**config.mk**
```make
export PLATFORM = sky130hd
export DESIGN_NAME = ref_stream_monitor
export DESIGN_NICKNAME = d
export VERILOG_FILES = /design/src/rtl/refmon_pkg.sv /design/src/rtl/ref_decode.sv /design/src/rtl/ref_gate.sv /design/src/rtl/xfer_tracker.sv /design/src/rtl/ref_stream_monitor.sv
export SDC_FILE = /design/constraint.sdc
export NUM_CORES = 1
export LEC_CHECK = 0
export BUFFER_PORTS_ARGS = -buffer_cell sky130_fd_sc_hd__buf_4
export CORE_MARGIN = 4
export CORE_UTILIZATION = 45
export CTS_CLUSTER_SIZE = 25
export DETAILED_ROUTE_END_ITERATION = 8
export PLACE_DENSITY_LB_ADDON = 0.08
export SLEW_MARGIN = 20
export SYNTH_ARGS = -nofsm -noshare
export SYNTH_HDL_FRONTEND = slang
export SYNTH_SLANG_ARGS = --single-unit
```
**constraint.sdc**
```tcl
create_clock -name clk -period 4.6 [get_ports clk]
set_input_delay 0.23 -clock clk [delete_from_list [all_inputs] [get_ports clk]]
set_output_delay 0.23 -clock clk [all_outputs]
set_load 0.1 [all_outputs]
```
**src/rtl/refmon_pkg.sv**
```systemverilog
package refmon_pkg;

    typedef enum logic [2:0] {
        K_READ    = 3'd0,
        K_WRITE   = 3'd1,
        K_FETCH   = 3'd2,
        K_UNKNOWN = 3'd3,
        K_FLUSH   = 3'd4
    } ref_kind_e;

    typedef enum logic [1:0] {
        X_READ     = 2'd0,
        X_WRITE    = 2'd1,
        X_PREFETCH = 2'd2,
        X_SNOOP    = 2'd3
    } xfer_kind_e;

endpackage

```
**src/rtl/ref_decode.sv**
```systemverilog
module ref_decode
    import refmon_pkg::*;
(
    input  logic [2:0] label,
    output ref_kind_e  kind,
    output logic       is_demand,
    output logic       is_fetch
);
    always_comb begin
        is_demand = 1'b0;
        is_fetch  = 1'b0;
        case (label)
            3'd0: begin kind = K_READ;  is_demand = 1'b1; end
            3'd1: begin kind = K_WRITE; is_demand = 1'b1; end
            3'd2: begin kind = K_FETCH; is_demand = 1'b1; is_fetch = 1'b1; end
            3'd4: kind = K_FLUSH;
            default: kind = K_UNKNOWN;   // escape 3 and reserved 5..7
        endcase
    end
endmodule

```
**src/rtl/ref_gate.sv**
```systemverilog
module ref_gate #(
    parameter int CW = 32
) (
    input  logic          clk,
    input  logic          rst_n,
    input  logic          in_valid,
    input  logic          in_demand,
    input  logic [CW-1:0] cfg_skip,
    input  logic [CW-1:0] cfg_limit,
    input  logic [CW-1:0] cfg_flush_every,
    output logic          pass,
    output logic          pflush,
    output logic          done
);
    typedef struct packed {
        logic [CW-1:0] skipped;
        logic [CW-1:0] taken;
        logic [CW-1:0] flcnt;
        logic          pflush;
    } gate_s;

    gate_s s_d, s_q;
    logic  skip_phase;
    logic  budget_left;

    assign skip_phase  = s_q.skipped < cfg_skip;
    assign budget_left = s_q.taken < cfg_limit;

    always_comb begin
        s_d        = s_q;
        s_d.pflush = 1'b0;
        pass       = 1'b0;
        if (in_valid) begin
            if (skip_phase) begin
                s_d.skipped = s_q.skipped + CW'(1);
            end else if (budget_left) begin
                pass      = 1'b1;
                s_d.taken = s_q.taken + CW'(1);
                if (in_demand && cfg_flush_every != '0) begin
                    if (s_q.flcnt == cfg_flush_every - CW'(1)) begin
                        s_d.flcnt  = '0;
                        s_d.pflush = 1'b1;
                    end else begin
                        s_d.flcnt = s_q.flcnt + CW'(1);
                    end
                end
            end
        end
    end

    always_ff @(posedge clk) begin
        if (!rst_n) s_q <= '0;
        else        s_q <= s_d;
    end

    assign pflush = s_q.pflush;
    assign done   = !skip_phase && !budget_left;
endmodule

```
**src/rtl/xfer_tracker.sv**
```systemverilog
module xfer_tracker
    import refmon_pkg::*;
#(
    parameter int AW = 32,
    parameter int CW = 32,
    parameter int SW = 16
) (
    input  logic          clk,
    input  logic          rst_n,
    input  logic          cfg_snoop_en,
    input  logic          bus_valid,
    input  logic [1:0]    bus_kind,
    input  logic [SW-1:0] bus_size,
    input  logic [AW-1:0] bus_addr,
    input  logic          cnt_demand,
    input  logic          cnt_fetch,
    output logic          tr_valid,
    output logic [1:0]    tr_kind,
    output logic [SW-1:0] tr_size,
    output logic [AW-1:0] tr_addr,
    output logic [CW-1:0] tr_refs,
    output logic [CW-1:0] tr_fetches
);
    typedef struct packed {
        logic          valid;
        xfer_kind_e    kind;
        logic [SW-1:0] size;
        logic [AW-1:0] addr;
        logic [CW-1:0] refs;
        logic [CW-1:0] fetches;
        logic [CW-1:0] cur_refs;
        logic [CW-1:0] cur_fetches;
    } trk_s;

    trk_s       t_d, t_q;
    xfer_kind_e in_kind;
    logic       accept;

    assign in_kind = xfer_kind_e'(bus_kind);
    assign accept  = bus_valid && (in_kind != X_SNOOP || cfg_snoop_en);

    always_comb begin
        t_d       = t_q;
        t_d.valid = accept;
        if (accept) begin
            t_d.kind        = in_kind;
            t_d.size        = bus_size;
            t_d.addr        = bus_addr;
            t_d.refs        = t_q.cur_refs;
            t_d.fetches     = t_q.cur_fetches;
            t_d.cur_refs    = CW'(cnt_demand);
            t_d.cur_fetches = CW'(cnt_fetch);
        end else begin
            t_d.cur_refs    = t_q.cur_refs + CW'(cnt_demand);
            t_d.cur_fetches = t_q.cur_fetches + CW'(cnt_fetch);
        end
    end

    always_ff @(posedge clk) begin
        if (!rst_n) t_q <= '0;
        else        t_q <= t_d;
    end

    assign tr_valid   = t_q.valid;
    assign tr_kind    = t_q.kind;
    assign tr_size    = t_q.size;
    assign tr_addr    = t_q.addr;
    assign tr_refs    = t_q.refs;
    assign tr_fetches = t_q.fetches;
endmodule

```
**src/rtl/ref_stream_monitor.sv**
```systemverilog
module ref_stream_monitor
    import refmon_pkg::*;
#(
    parameter int AW = 32,
    parameter int CW = 32,
    parameter int SW = 16
) (
    input  logic          clk,
    input  logic          rst_n,
    input  logic [CW-1:0] cfg_skip,
    input  logic [CW-1:0] cfg_limit,
    input  logic [CW-1:0] cfg_flush_every,
    input  logic          cfg_snoop_en,
    input  logic          ref_valid,
    input  logic [2:0]    ref_label,
    input  logic [AW-1:0] ref_addr,
    input  logic          bus_valid,
    input  logic [1:0]    bus_kind,
    input  logic [SW-1:0] bus_size,
    input  logic [AW-1:0] bus_addr,
    output logic          out_valid,
    output logic [2:0]    out_kind,
    output logic [AW-1:0] out_addr,
    output logic          pflush,
    output logic          done,
    output logic          tr_valid,
    output logic [1:0]    tr_kind,
    output logic [SW-1:0] tr_size,
    output logic [AW-1:0] tr_addr,
    output logic [CW-1:0] tr_refs,
    output logic [CW-1:0] tr_fetches
);
    typedef struct packed {
        logic          valid;
        ref_kind_e     kind;
        logic [AW-1:0] addr;
    } out_s;

    ref_kind_e dec_kind;
    logic      dec_demand;
    logic      dec_fetch;
    logic      fwd;
    out_s      o_d, o_q;

    ref_decode u_dec (
        .label     (ref_label),
        .kind      (dec_kind),
        .is_demand (dec_demand),
        .is_fetch  (dec_fetch)
    );

    ref_gate #(.CW(CW)) u_gate (
        .clk             (clk),
        .rst_n           (rst_n),
        .in_valid        (ref_valid),
        .in_demand       (dec_demand),
        .cfg_skip        (cfg_skip),
        .cfg_limit       (cfg_limit),
        .cfg_flush_every (cfg_flush_every),
        .pass            (fwd),
        .pflush          (pflush),
        .done            (done)
    );

    xfer_tracker #(.AW(AW), .CW(CW), .SW(SW)) u_trk (
        .clk          (clk),
        .rst_n        (rst_n),
        .cfg_snoop_en (cfg_snoop_en),
        .bus_valid    (bus_valid),
        .bus_kind     (bus_kind),
        .bus_size     (bus_size),
        .bus_addr     (bus_addr),
        .cnt_demand   (fwd && dec_demand),
        .cnt_fetch    (fwd && dec_fetch),
        .tr_valid     (tr_valid),
        .tr_kind      (tr_kind),
        .tr_size      (tr_size),
        .tr_addr      (tr_addr),
        .tr_refs      (tr_refs),
        .tr_fetches   (tr_fetches)
    );

    always_comb begin
        o_d       = o_q;
        o_d.valid = fwd;
        if (fwd) begin
            o_d.kind = dec_kind;
            o_d.addr = ref_addr;
        end
    end

    always_ff @(posedge clk) begin
        if (!rst_n) o_q <= '0;
        else        o_q <= o_d;
    end

    assign out_valid = o_q.valid;
    assign out_kind  = o_q.kind;
    assign out_addr  = o_q.addr;
endmodule

```
==> out/summary.json, run 1 <==
{
  "rows": {"value": 68},
  "cts_htree_levels": {"value": 2},
  "floorplan.initialDensity": {"value": 0.457},
  "final_net_count": {"value": 2343},
  "slew_violations": {"value": 0},
  "place_hpwl": {"value": 29600, "unit": "um"},
  "detail_route.iter0.violations": {"value": 645},
  "area.growth.synth_to_final": {"value": 25.4, "unit": "%"},
  "power_leakage": {"value": 8.25, "unit": "nW"},
  "ys.warnings.count": {"value": 0},
  "hold_path_end": {"value": "out_kind[2]"},
  "timing.clock.skew": {"value": 0.0144, "unit": "ns"},
  "max_cap_violations": {"value": 0},
  "worst-r2r-setup-slack": {"value": 0.50, "unit": "ns"},
  "fp.dieArea": {"value": 38100, "unit": "sq um"},
  "setup.worst_path.end_class": {"value": "register"},
  "drt_pre_antenna_iters": {"value": 5},
  "fp.coreArea": {"value": 34500, "unit": "sq um"},
  "routed_wire_length": {"value": 41800, "unit": "um"},
  "period_minus_slack": {"value": 4.10, "unit": "ns"},
  "vdd_ir_drop_max": {"value": 0.293, "unit": "mV"},
  "yosys_most_used_dff": {"value": "dfxtp_1"},
  "sequential_fraction_of_the_synthesis_area": {"value": 0.396},
  "hold_path.startpoint": {"value": "ref_label[2]"},
  "worstHoldPathCells": {"value": 3},
  "number_of_synthesized_flops_with_an_enable_pin": {"value": 0},
  "num_antenna_cells": {"value": 0},
  "clk_pin_slew": {"value": 0.06, "unit": "ns"},
  "numCtsBuffers": {"value": 37},
  "synth_register_bits": {"value": 312},
  "worstReg2RegStart": {"value": "u_gate.s_q[67]"},
  "antenna_found_initial": {"value": 0},
  "die_height": {"value": 195, "unit": "um"},
  "die_width": {"value": 195, "unit": "um"},
  "hold_path_class": {"value": "in -> reg"},
  "post_drt_wl_per_cell": {"value": 16.3, "unit": "um"},
  "tightest_slew": {"value": 1.11, "unit": "ns"},
  "clk_latency": {"value": 0.51, "unit": "ns"},
  "reg2reg_depth": {"value": 16},
  "grt_max_degree": {"value": 86},
  "routed_via_density": {"value": 5.26},
  "finalWorstSetupSlack": {"value": 0.495, "unit": "ns"},
  "dp_cells": {"value": 2420},
  "synthCells": {"value": 1800},
  "drcViolationCount": {"value": 0},
  "post_layout_nonfiller_instances": {"value": 2567},
  "rsz0062_at_grt": {"value": "false"},
  "grt_first_pass_wirelength": {"value": 68000, "unit": "um"},
  "cp_data_arrival_time": {"value": 4.48, "unit": "ns"},
  "final-hold-violation-count": {"value": 0},
  "synthDominantCellAreaShare": {"value": 0.396},
  "synthTopCellsByArea": {"value": "dfxtp_1 40%, a22o_1 6.4%, ha_1 5.6%"},
  "place_ws": {"value": 0.280, "unit": "ns"},
  "synth-async-reset-ratio": {"value": 0},
  "outcome": {"value": "finished clean"},
  "clk_root_buffer_cell": {"value": "clkbuf_16"},
  "clock_sink_count": {"value": 312},
  "timing_worst_setup_path_type": {"value": "reg -> reg"},
  "worstSetupStartpointType": {"value": "register"},
  "critical_path_required": {"value": 4.97, "unit": "ns"},
  "drive_gt1_frac": {"value": 0.209},
  "io_pins": {"value": 339},
  "post_synth_cell_types": {"value": 76},
  "global_route.overflow_total": {"value": 0},
  "post_synth.cell_area_avg": {"value": 8.76, "unit": "sq um"},
  "post_cts_buffers": {"value": 0},
  "total_via_count_in_the_routed_design": {"value": 13500},
  "max_slew_margin": {"value": 0.251},
  "rr_endpoint": {"value": "u_trk.t_q[28]"},
  "grt_pass1_vias": {"value": 13200},
  "critical_path_peak_fanout": {"value": 8},
  "post-route-period-util": {"value": 0.892},
  "filler_cell_count": {"value": 3111},
  "cts_tree": {"value": "built"},
  "antenna_left": {"value": 0},
  "max_freq": {"value": 244, "unit": "MHz"},
  "grt_util_all_layers": {"value": 0.210},
  "place_congestion": {"value": 0.860},
  "final-setup-viol-count": {"value": 0},
  "numPortBuffers": {"value": 338},
  "syn_nets": {"value": 2057},
  "synthDominantAreaCellType": {"value": "dfxtp_1"},
  "timing.setup.tns": {"value": 0, "unit": "ns"},
  "syn-cell-area": {"value": 15800, "unit": "sq um"},
  "finish.utilization": {"value": 0.573},
  "cts_buffer_depth": {"value": 3},
  "power_density": {"value": 313, "unit": "nW/um^2"}
}
[stage by stage]
step	power [mW]	cell area (sq um)	hold WS (ns)
floorplan	3.23	15800	0.356
CTS	6.27	19800	0.00612
finish	6.19	19800	0.0349
global route	6.42	19800	0.0337
detailed placement	3.43	17800	0.443
global placement	3.42	17800	0.440
[synth_stat cells, types with 4 or more instances]
library cell  number
or4_1             11
nor4_1            27
nand3_1           70
and3_1            46
nor4b_1            6
o22ai_1            5
ha_1              71
nand2b_1           9
nor2b_1            7
buf_4            115
xor2_1            70
and2_1            21
clkbuf_1          59
xnor2_1           69
o31ai_1           11
or3_1             40
o21ai_0           44
a21oi_1          112
inv_1             85
nand4b_1           5
nor2_1           133
nand4_1           45
a21o_1             4
mux2i_1           12
dfxtp_1          312
nor3_1            23
buf_6              6
a211oi_1           8
a22o_1           116
nand2_1          172
and4_1            17
[where the power goes]
part	internal (mW)	switching, mW
registers	2.73	0.0177
logic	0.256	0.424
clock network	1.63	1.13
[layout by cell type, fill, tap and decap left out, types with 11 or more instances in the layout]
cell type	n
a21oi_1	112
a22o_1	116
and2_1	20
and3_1	46
and4_1	17
buf_4	355
clkbuf_1	14
clkbuf_16	37
dfxtp_1	312
dlygate4sd3_1	82
ha_1	71
inv_1	85
mux2i_1	12
nand2_1	170
nand3_1	69
nand4_1	45
nor2_1	128
nor3_1	23
nor4_1	27
o21ai_0	44
o31ai_1	11
or3_1	40
or4_1	11
xnor2_1	69
xor2_1	70
[registers in the layout, summed over array words and instances, names as in the netlist]
register          count
u_trk.tr_addr        32
u_trk.tr_valid        1
u_gate.pflush         1
out_valid             1
u_trk.t_q            64
out_kind              3
u_trk.tr_fetches     32
u_trk.tr_refs        32
u_trk.tr_size        16
out_addr             32
u_gate.s_q           96
u_trk.tr_kind         2
[final cells by class]
class | count | area (sq um) | area share
Tap cell | 455 | 569 | 0.0288
Inverter | 86 | 323 | 0.0163
Sequential cell | 312 | 6250 | 0.316
Clock buffer | 56 | 1050 | 0.0530
Multi-Input combinational cell | 1212 | 8020 | 0.405
Clock inverter | 9 | 87.6 | 0.00443
Timing Repair Buffer | 437 | 3490 | 0.176
[timing repair]
item / CTS / global route
endpoints found under the hold margin: 82 / 0
endpoints found under the setup margin: 0 / 12
gates resized for setup: 0 / 6
hold buffers: 82 / 0
[worst max-delay path, stage by stage (launching register included)]
cell and delay (ns):
dfxtp_1 0.35, ha_1 0.31, nand2_1 0.05, o21ai_0 0.15
a21oi_1 0.12, o41ai_2 0.62, a22o_2 0.29, nand2_2 0.13
nor4b_2 0.33, ha_1 0.24, ha_1 0.20, and3_1 0.28
nand3_1 0.29, nor2_2 0.27, and2_1 0.17, xnor2_1 0.12
nor2_1 0.05
[how the worst max path moves through the flow]
stage                    from            end  slack, ns  cells past startpoint
6_report       u_gate.s_q[67]  u_trk.t_q[28]       0.50                     16
5_1_grt        u_gate.s_q[54]  u_trk.t_q[63]       0.02                     17
4_1_cts        u_gate.s_q[67]  u_trk.t_q[62]       0.24                     17
3_5_place_dp   u_gate.s_q[67]  u_trk.t_q[62]       0.28                     17
3_3_place_gp   u_gate.s_q[67]  u_trk.t_q[62]       0.44                     17
2_1_floorplan  u_gate.s_q[40]  u_trk.t_q[62]       0.79                     18
[layer usage]
metal,up-vias,part of all wire,GRT usage
li1,6823,-,-
met1,6275,0.46,0.283
met2,358,0.46,0.353
met3,54,0.051,0.0335
met4,0,0.020,0.0546
met5,-,0,0
[kinds of logic (layout without fill, tap and decap cells)]
kind of cell               after synthesis  count (layout)  synth area share
AOI/OAI and AO/OA                      336             336             0.150
xor gates and xnor gates               139             139            0.0772
adders and majority gates               71              71            0.0563
buffers and inverters                  276             588            0.0985
DFF                                    312             312             0.396
muxes                                   12              12           0.00762
and+or+nand+nor                        654             654             0.215
(Power assumes the default switching activity.)
==> run 2, diff against run 1 <==
--- a/config.mk
+++ b/config.mk
@@ -5,13 +5,14 @@
 export SDC_FILE = /design/constraint.sdc
 export NUM_CORES = 1
 export LEC_CHECK = 0
-export BUFFER_PORTS_ARGS = -buffer_cell sky130_fd_sc_hd__buf_4
+export BUFFER_PORTS_ARGS = -buffer_cell sky130_fd_sc_hd__buf_2
 export CORE_MARGIN = 4
-export CORE_UTILIZATION = 45
+export CORE_UTILIZATION = 51
 export CTS_CLUSTER_SIZE = 25
 export DETAILED_ROUTE_END_ITERATION = 8
 export PLACE_DENSITY_LB_ADDON = 0.08
 export SLEW_MARGIN = 20
 export SYNTH_ARGS = -nofsm -noshare
 export SYNTH_HDL_FRONTEND = slang
+export SYNTH_HIERARCHICAL = 1
 export SYNTH_SLANG_ARGS = --single-unit
==> out/summary.json, run 2 <==
{
  "outcome": {"value": "finished clean"},
  "period_minus_slack": {"value": 4.22, "unit": "ns"},
  "antenna_left": {"value": 0},
  "global_route.overflow_total": {"value": 0},
  "max_freq": {"value": 237, "unit": "MHz"},
  "rows": {"value": 64},
  "worstReg2RegStart": {"value": "u_gate/s_q[79]"},
  "finalWorstSetupSlack": {"value": 0.378, "unit": "ns"},
  "rr_endpoint": {"value": "u_trk/t_q[58]"},
  "cts_tree": {"value": "built"},
  "most_numerous_cell_in_the_yosys_netlist": {"value": "dfxtp_1"},
  "slew_violations": {"value": 0},
  "rsz0062_at_grt": {"value": "false"},
  "num_antenna_cells": {"value": 0},
  "numCtsBuffers": {"value": 36},
  "place_congestion": {"value": 0.876},
  "antenna_found_initial": {"value": 0},
  "routed_via_density": {"value": 5.64},
  "vdd_ir_drop_max": {"value": 0.219, "unit": "mV"},
  "largest_register_ff_count": {"value": 96},
  "most_used_cells_in_the_layout_excluding_fill_and_tap_cells": {"value": "338 x buf_2, 312 x dfxtp_1, 116 x a22o_1, 111 x a21oi_1, 90 x inv_1"},
  "die_width": {"value": 185, "unit": "um"},
  "drive_gt1_frac": {"value": 0.214},
  "post_drt_wl_per_cell": {"value": 17.1, "unit": "um"},
  "synthTopCellsByArea": {"value": "dfxtp_1 39%, a22o_1 6.4%, ha_1 5.6%"},
  "reg2reg_depth": {"value": 14},
  "place_ws": {"value": 0.368, "unit": "ns"},
  "post-route-period-util": {"value": 0.918},
  "drt_pre_antenna_iters": {"value": 6},
  "detail_route.iter0.violations": {"value": 652},
  "grt_util_all_layers": {"value": 0.233},
  "timing_worst_setup_path_type": {"value": "reg -> reg"},
  "worst-r2r-setup-slack": {"value": 0.38, "unit": "ns"},
  "io_pins": {"value": 339},
  "fp.coreArea": {"value": 30700, "unit": "sq um"},
  "worst_hold_slack": {"value": 0.0306, "unit": "ns"},
  "timing.clock.skew": {"value": 0.0218, "unit": "ns"},
  "syn_nets": {"value": 2035},
  "synth_register_bits": {"value": 312},
  "final-hold-violation-count": {"value": 0},
  "final-setup-viol-count": {"value": 0},
  "worstHoldPathCells": {"value": 3},
  "place_hpwl": {"value": 29700, "unit": "um"},
  "synthDominantCellAreaShare": {"value": 0.390},
  "hold_path.startpoint": {"value": "ref_addr[4]"},
  "fp.dieArea": {"value": 34300, "unit": "sq um"},
  "largest-register": {"value": "u_gate/s_q"},
  "grt_pass1_vias": {"value": 13400},
  "floorplan.initialDensity": {"value": 0.520},
  "sequential_fraction_of_the_synthesis_area": {"value": 0.390},
  "tightest_slew": {"value": 1.04, "unit": "ns"},
  "critical_path_required": {"value": 5.04, "unit": "ns"},
  "total_via_count_in_the_routed_design": {"value": 14000},
  "numPortBuffers": {"value": 338},
  "max_slew_margin": {"value": 0.309},
  "clk_latency": {"value": 0.52, "unit": "ns"},
  "layout.cells.most_common": {"value": "buf_2"},
  "clk_root_buffer_cell": {"value": "clkbuf_16"},
  "number_of_synthesized_flops_with_an_enable_pin": {"value": 0},
  "post_synth.cell_area_avg": {"value": 9.00, "unit": "sq um"},
  "filler_cell_count": {"value": 2642},
  "finish.utilization": {"value": 0.619},
  "hold_path_end": {"value": "out_addr[4]"},
  "synthDominantAreaCellType": {"value": "dfxtp_1"},
  "worstSetupStartpointType": {"value": "register"},
  "cts_htree_levels": {"value": 2},
  "clock_sink_count": {"value": 312},
  "power_leakage": {"value": 7.92, "unit": "nW"},
  "netlist_top_cells_count": {"value": "312 x dfxtp_1, 116 x a22o_1, 116 x buf_4"},
  "synth-async-reset-ratio": {"value": 0},
  "grt_first_pass_wirelength": {"value": 67300, "unit": "um"},
  "max_cap_violations": {"value": 0},
  "post_synth_cell_types": {"value": 74},
  "cts_buffer_depth": {"value": 3},
  "area.growth.synth_to_final": {"value": 18.9, "unit": "%"},
  "clk_pin_slew": {"value": 0.06, "unit": "ns"},
  "cts.repair.resized": {"value": 0},
  "drcViolationCount": {"value": 0},
  "critical_path_peak_fanout": {"value": 14},
  "routed_wire_length": {"value": 42300, "unit": "um"},
  "power_density": {"value": 319, "unit": "nW/um^2"},
  "final_net_count": {"value": 2310},
  "setup.worst_path.end_class": {"value": "register"},
  "yosys_most_used_dff": {"value": "dfxtp_1"},
  "syn-cell-area": {"value": 16000, "unit": "sq um"},
  "die_height": {"value": 185, "unit": "um"},
  "ys.warnings.count": {"value": 6},
  "synthCells": {"value": 1778},
  "grt_max_degree": {"value": 88},
  "reg.largest.list": {"value": "u_gate/s_q (96), u_trk/t_q (64)"},
  "hold_path_class": {"value": "in -> reg"},
  "cp_data_arrival_time": {"value": 4.66, "unit": "ns"},
  "timing.setup.tns": {"value": 0, "unit": "ns"}
}
## run 2: through the flow
stage          area, sq um  power [mW]  std cells
2_1_floorplan        16000        3.22       1778
3_3_place_gp         17100        3.34       2331
3_5_place_dp         17100        3.35       2331
4_1_cts              19000        6.14       2475
5_1_grt              19000        6.30       2475
6_report             19000        6.08       2475
## run 2: final cells by class
| type | count | area [sq um] | share of cell area |
|---|---|---|---|
| Tap cell | 396 | 495 | 0.0261 |
| Multi-Input combinational cell | 1176 | 8190 | 0.430 |
| Clock buffer | 46 | 968 | 0.0509 |
| Sequential cell | 312 | 6250 | 0.328 |
| Clock inverter | 18 | 158 | 0.00829 |
| Inverter | 92 | 345 | 0.0182 |
| Timing Repair Buffer | 435 | 2620 | 0.138 |
## run 2: per-layer routing
| metal | track usage | share of wire | up-vias |
|---|---|---|---|
| met5 | 0 | 0 | - |
| met4 | 0.0602 | 0.021 | 0 |
| met3 | 0.0408 | 0.058 | 65 |
| met2 | 0.404 | 0.49 | 372 |
| met1 | 0.300 | 0.43 | 6562 |
| li1 | - | - | 6958 |
## run 2: worst max-delay path by stage
stage                               from            end  slack (ns)  cells past startpoint
after floorplan           u_gate/s_q[79]  u_trk/t_q[24]        0.21                     18
after global placement      cfg_skip[15]  u_trk/t_q[26]        0.48                     18
after detailed placement    cfg_skip[15]  u_trk/t_q[54]        0.37                     16
after CTS                 u_gate/s_q[79]  u_trk/t_q[54]        0.37                     14
after global routing      u_gate/s_q[79]  u_trk/t_q[56]        0.02                     14
final                     u_gate/s_q[79]  u_trk/t_q[58]        0.38                     14
## run 2: logic make-up (layout without fill, tap and decap cells)
group,Yosys count,in the layout,share of synthesized area
xor gates and xnor gates,100,100,0.0548
AOI/OAI and AO/OA,389,389,0.169
adders and majority gates,71,71,0.0555
buffers and inverters,290,591,0.0991
DFF,312,312,0.390
muxes,41,41,0.0257
and+or+nand+nor,575,575,0.205
## run 2: power by group
part           switching (mW)  internal (mW)  leakage [nW]  total, mW
Clock                    1.12           1.61         0.564       2.73
Sequential             0.0154           2.73          2.52       2.75
Combinational           0.405          0.197          4.84      0.602
Total                    1.54           4.54          7.92       6.08
## run 2: what timing repair did
action                                 CTS  global route
endpoints found under the hold margin   80             0
setup buffers                            0             0
hold buffers                            80             0
## run 2: critical path, stage by stage, from the launching register on
cell	delay, ns
dfxtp_1	0.34
ha_1	0.30
nand4_1	0.14
or4_1	0.55
o32a_1	0.29
o211ai_1	0.17
a21o_1	0.22
nand2_1	0.13
inv_2	0.09
and2_1	0.18
ha_1	0.20
ha_1	0.24
nand4_1	0.50
or4_1	0.65
a21oi_1	0.15
==> run 3, diff against run 2 <==
--- a/config.mk
+++ b/config.mk
@@ -11,6 +11,7 @@
 export CTS_CLUSTER_SIZE = 25
 export DETAILED_ROUTE_END_ITERATION = 8
 export PLACE_DENSITY_LB_ADDON = 0.08
+export SETUP_SLACK_MARGIN = 0.5
 export SLEW_MARGIN = 20
 export SYNTH_ARGS = -nofsm -noshare
 export SYNTH_HDL_FRONTEND = slang
==> out/summary.json, run 3 (synthesis results as in run 2) <==
{
  "outcome": {"value": "finished clean"},
  "final-hold-violation-count": {"value": 0},
  "antenna_found_initial": {"value": 0},
  "final_area": {"value": 19100, "unit": "sq um"},
  "post_dp_cell_area": {"value": 17100, "unit": "sq um"},
  "cpPeakStageDelay": {"value": 0.54, "unit": "ns"},
  "final_net_count": {"value": 2317},
  "wl_met2": {"value": 20200, "unit": "um"},
  "drt_pre_antenna_iters": {"value": 5},
  "detail_route.iter0.violations": {"value": 791},
  "wl_met3": {"value": 2320, "unit": "um"},
  "critical_path_required": {"value": 5.04, "unit": "ns"},
  "clock_sink_count": {"value": 312},
  "rows": {"value": 64},
  "drcViolationCount": {"value": 0},
  "met1Wirelength": {"value": 18400, "unit": "um"},
  "filler_cell_count": {"value": 2662},
  "grt_first_pass_wirelength": {"value": 66500, "unit": "um"},
  "max_slew_margin": {"value": 0.348},
  "clk_pin_slew": {"value": 0.06, "unit": "ns"},
  "place_congestion": {"value": 0.874},
  "cts_buffer_depth": {"value": 3},
  "critical_path.n_buffers_inverters": {"value": 2},
  "hold_path_class": {"value": "in -> reg"},
  "reg.largest.list": {"value": "u_gate/s_q (96), u_trk/t_q (64)"},
  "critical_path_peak_fanout": {"value": 7},
  "timing.setup.tns": {"value": 0, "unit": "ns"},
  "rsz0062_at_grt": {"value": "false"},
  "power.share.sequential": {"value": 0.455},
  "hold_path_end": {"value": "out_addr[0]"},
  "max_cap_violations": {"value": 0},
  "slew_violations": {"value": 0},
  "antenna_left": {"value": 0},
  "die_height": {"value": 185, "unit": "um"},
  "dp_cells": {"value": 2331},
  "intPower": {"value": 4.53, "unit": "mW"},
  "routed_via_density": {"value": 5.65},
  "place_hpwl": {"value": 29300, "unit": "um"},
  "global_route.overflow_total": {"value": 0},
  "hold_path.startpoint": {"value": "ref_addr[0]"},
  "layout.cells.most_common": {"value": "buf_2"},
  "fp.dieArea": {"value": 34300, "unit": "sq um"},
  "sw_frac_of_total": {"value": 0.249},
  "numPortBuffers": {"value": 338},
  "clk_root_buffer_cell": {"value": "clkbuf_16"},
  "grt_util_all_layers": {"value": 0.230},
  "timing_worst_setup_path_type": {"value": "reg -> reg"},
  "final-setup-viol-count": {"value": 0},
  "critical_path.slowest_cell": {"value": "or4_1"},
  "largest-register": {"value": "u_gate/s_q"},
  "total_via_count_in_the_routed_design": {"value": 14000},
  "most_used_cells_in_the_layout_excluding_fill_and_tap_cells": {"value": "339 x buf_2, 311 x dfxtp_1, 116 x a22o_1, 110 x a21oi_1, 90 x inv_1"},
  "tightest_slew": {"value": 0.978, "unit": "ns"},
  "worst-r2r-setup-slack": {"value": 0.67, "unit": "ns"},
  "top_layer_used": {"value": "met4"},
  "worst_path_cell_chain": {"value": "ha_1 -> nand4_1 -> or4_1 -> o32a_1 -> o211ai_1 -> a21o_1 -> nand2_4 -> inv_4 -> and2_4 -> ha_4 -> ha_4 -> and4_4 -> nand4_1 -> buf_6 -> or4_1 -> a21oi_2"},
  "post_layout_nonfiller_instances": {"value": 2477},
  "grt_pass1_vias": {"value": 13300},
  "max_freq": {"value": 254, "unit": "MHz"},
  "timing.clock.skew": {"value": 0.0157, "unit": "ns"},
  "cp_data_arrival_time": {"value": 4.37, "unit": "ns"},
  "io_pins": {"value": 339},
  "worstSetupStartpointType": {"value": "register"},
  "floorplan.initialDensity": {"value": 0.520},
  "period_minus_slack": {"value": 3.93, "unit": "ns"},
  "drive_gt1_frac": {"value": 0.220},
  "cts_htree_levels": {"value": 2},
  "clk_latency": {"value": 0.51, "unit": "ns"},
  "post-route-period-util": {"value": 0.855},
  "post_drt_wl_per_cell": {"value": 17.0, "unit": "um"},
  "p_comb_frac": {"value": 0.100},
  "area.growth.synth_to_final": {"value": 19.6, "unit": "%"},
  "crit_family": {"value": "simple AND/OR/NAND/NOR gates"},
  "power_leakage": {"value": 7.94, "unit": "nW"},
  "finish.utilization": {"value": 0.622},
  "cts_tree": {"value": "built"},
  "num_antenna_cells": {"value": 0},
  "clockPowerShare": {"value": 0.445},
  "reg2reg_depth": {"value": 16},
  "numCtsBuffers": {"value": 35},
  "worstHoldPathCells": {"value": 3},
  "vdd_ir_drop_max": {"value": 0.194, "unit": "mV"},
  "net-switching-power": {"value": 1.50, "unit": "mW"},
  "largest_register_ff_count": {"value": 96},
  "power_density": {"value": 316, "unit": "nW/um^2"},
  "worstReg2RegStart": {"value": "u_gate/s_q[78]"},
  "die_width": {"value": 185, "unit": "um"},
  "fp.coreArea": {"value": 30700, "unit": "sq um"},
  "routed_wire_length": {"value": 42000, "unit": "um"},
  "grt_max_degree": {"value": 80},
  "setup.worst_path.end_class": {"value": "register"},
  "rr_endpoint": {"value": "u_trk/t_q[26]"}
}
-- run 3: cell count changes in the layout (fill, tap and decap cells not counted), sizes merged --
cell | before | now
inv | 93 | 92
dlygate4sd3 | 80 | 79
buf | 355 | 364
clkinvlp | 1 | 0
clkbuf | 46 | 52
clkinv | 14 | 5
bufinv | 2 | 1
-- run 3: power by group through the flow --
stage | registers [mW] | clock network, mW | logic [mW]
finish | 2.75 | 2.69 | 0.603
global route | 2.75 | 2.87 | 0.644
CTS | 2.75 | 2.76 | 0.600
detailed placement | 2.81 | 0 | 0.544
global placement | 2.81 | 0 | 0.541
floorplan | 2.81 | 0 | 0.410
-- run 3: cell type report --
| type | instances | area [sq um] | share of cell area |
|---|---|---|---|
| Timing Repair Buffer | 443 | 2680 | 0.140 |
| Inverter | 92 | 348 | 0.0182 |
| Clock buffer | 52 | 1030 | 0.0538 |
| Multi-Input combinational cell | 1176 | 8250 | 0.431 |
| Sequential cell | 312 | 6250 | 0.327 |
| Clock inverter | 6 | 77.6 | 0.00406 |
| Tap cell | 396 | 495 | 0.0259 |
-- run 3: repair_timing --
| item | CTS | global route |
|---|---|---|
| cloned | 0 | 1 |
| hold buffers | 79 | 0 |
| endpoints found under the hold margin | 79 | 0 |
| setup endpoints to repair | 10 | 10 |
| buffers inserted | 3 | 5 |
| gates resized for setup | 1 | 8 |
| pin swaps | 1 | 5 |
-- run 3: how the worst max path moves through the flow --
stage	slack (ns)	end	start	cells past startpoint
after floorplan	0.48	u_trk/t_q[24]	u_gate/s_q[79]	18
after global placement	0.54	u_trk/t_q[54]	cfg_skip[15]	16
after detailed placement	0.41	u_trk/t_q[54]	cfg_skip[15]	16
after CTS	0.55	u_trk/t_q[26]	u_gate/s_q[76]	16
after global routing	0.47	u_trk/t_q[26]	u_gate/s_q[78]	16
final	0.67	u_trk/t_q[26]	u_gate/s_q[78]	16
-- run 3: tightest hold or removal path: stages --
cell	delay, ns
buf_2	0.08
mux2i_1	0.06
nor2b_1	0.10
-- run 3: per-stage QoR --
step                      power (mW)  hold slack, ns  setup WS, ns
final                           6.04         0.00952         0.669
after global routing            6.27          0.0279         0.470
after global placement          3.35           0.441         0.543
after detailed placement        3.35           0.443         0.412
after CTS                       6.10        0.000434         0.546
after floorplan                 3.22           0.355         0.485
-- run 3: routing by layer --
metal / GRT usage / vias up
met2: 0.398 / 401
li1: - / 6944
met4: 0.0731 / 0
met5: 0 / -
met1: 0.296 / 6560
met3: 0.0357 / 84
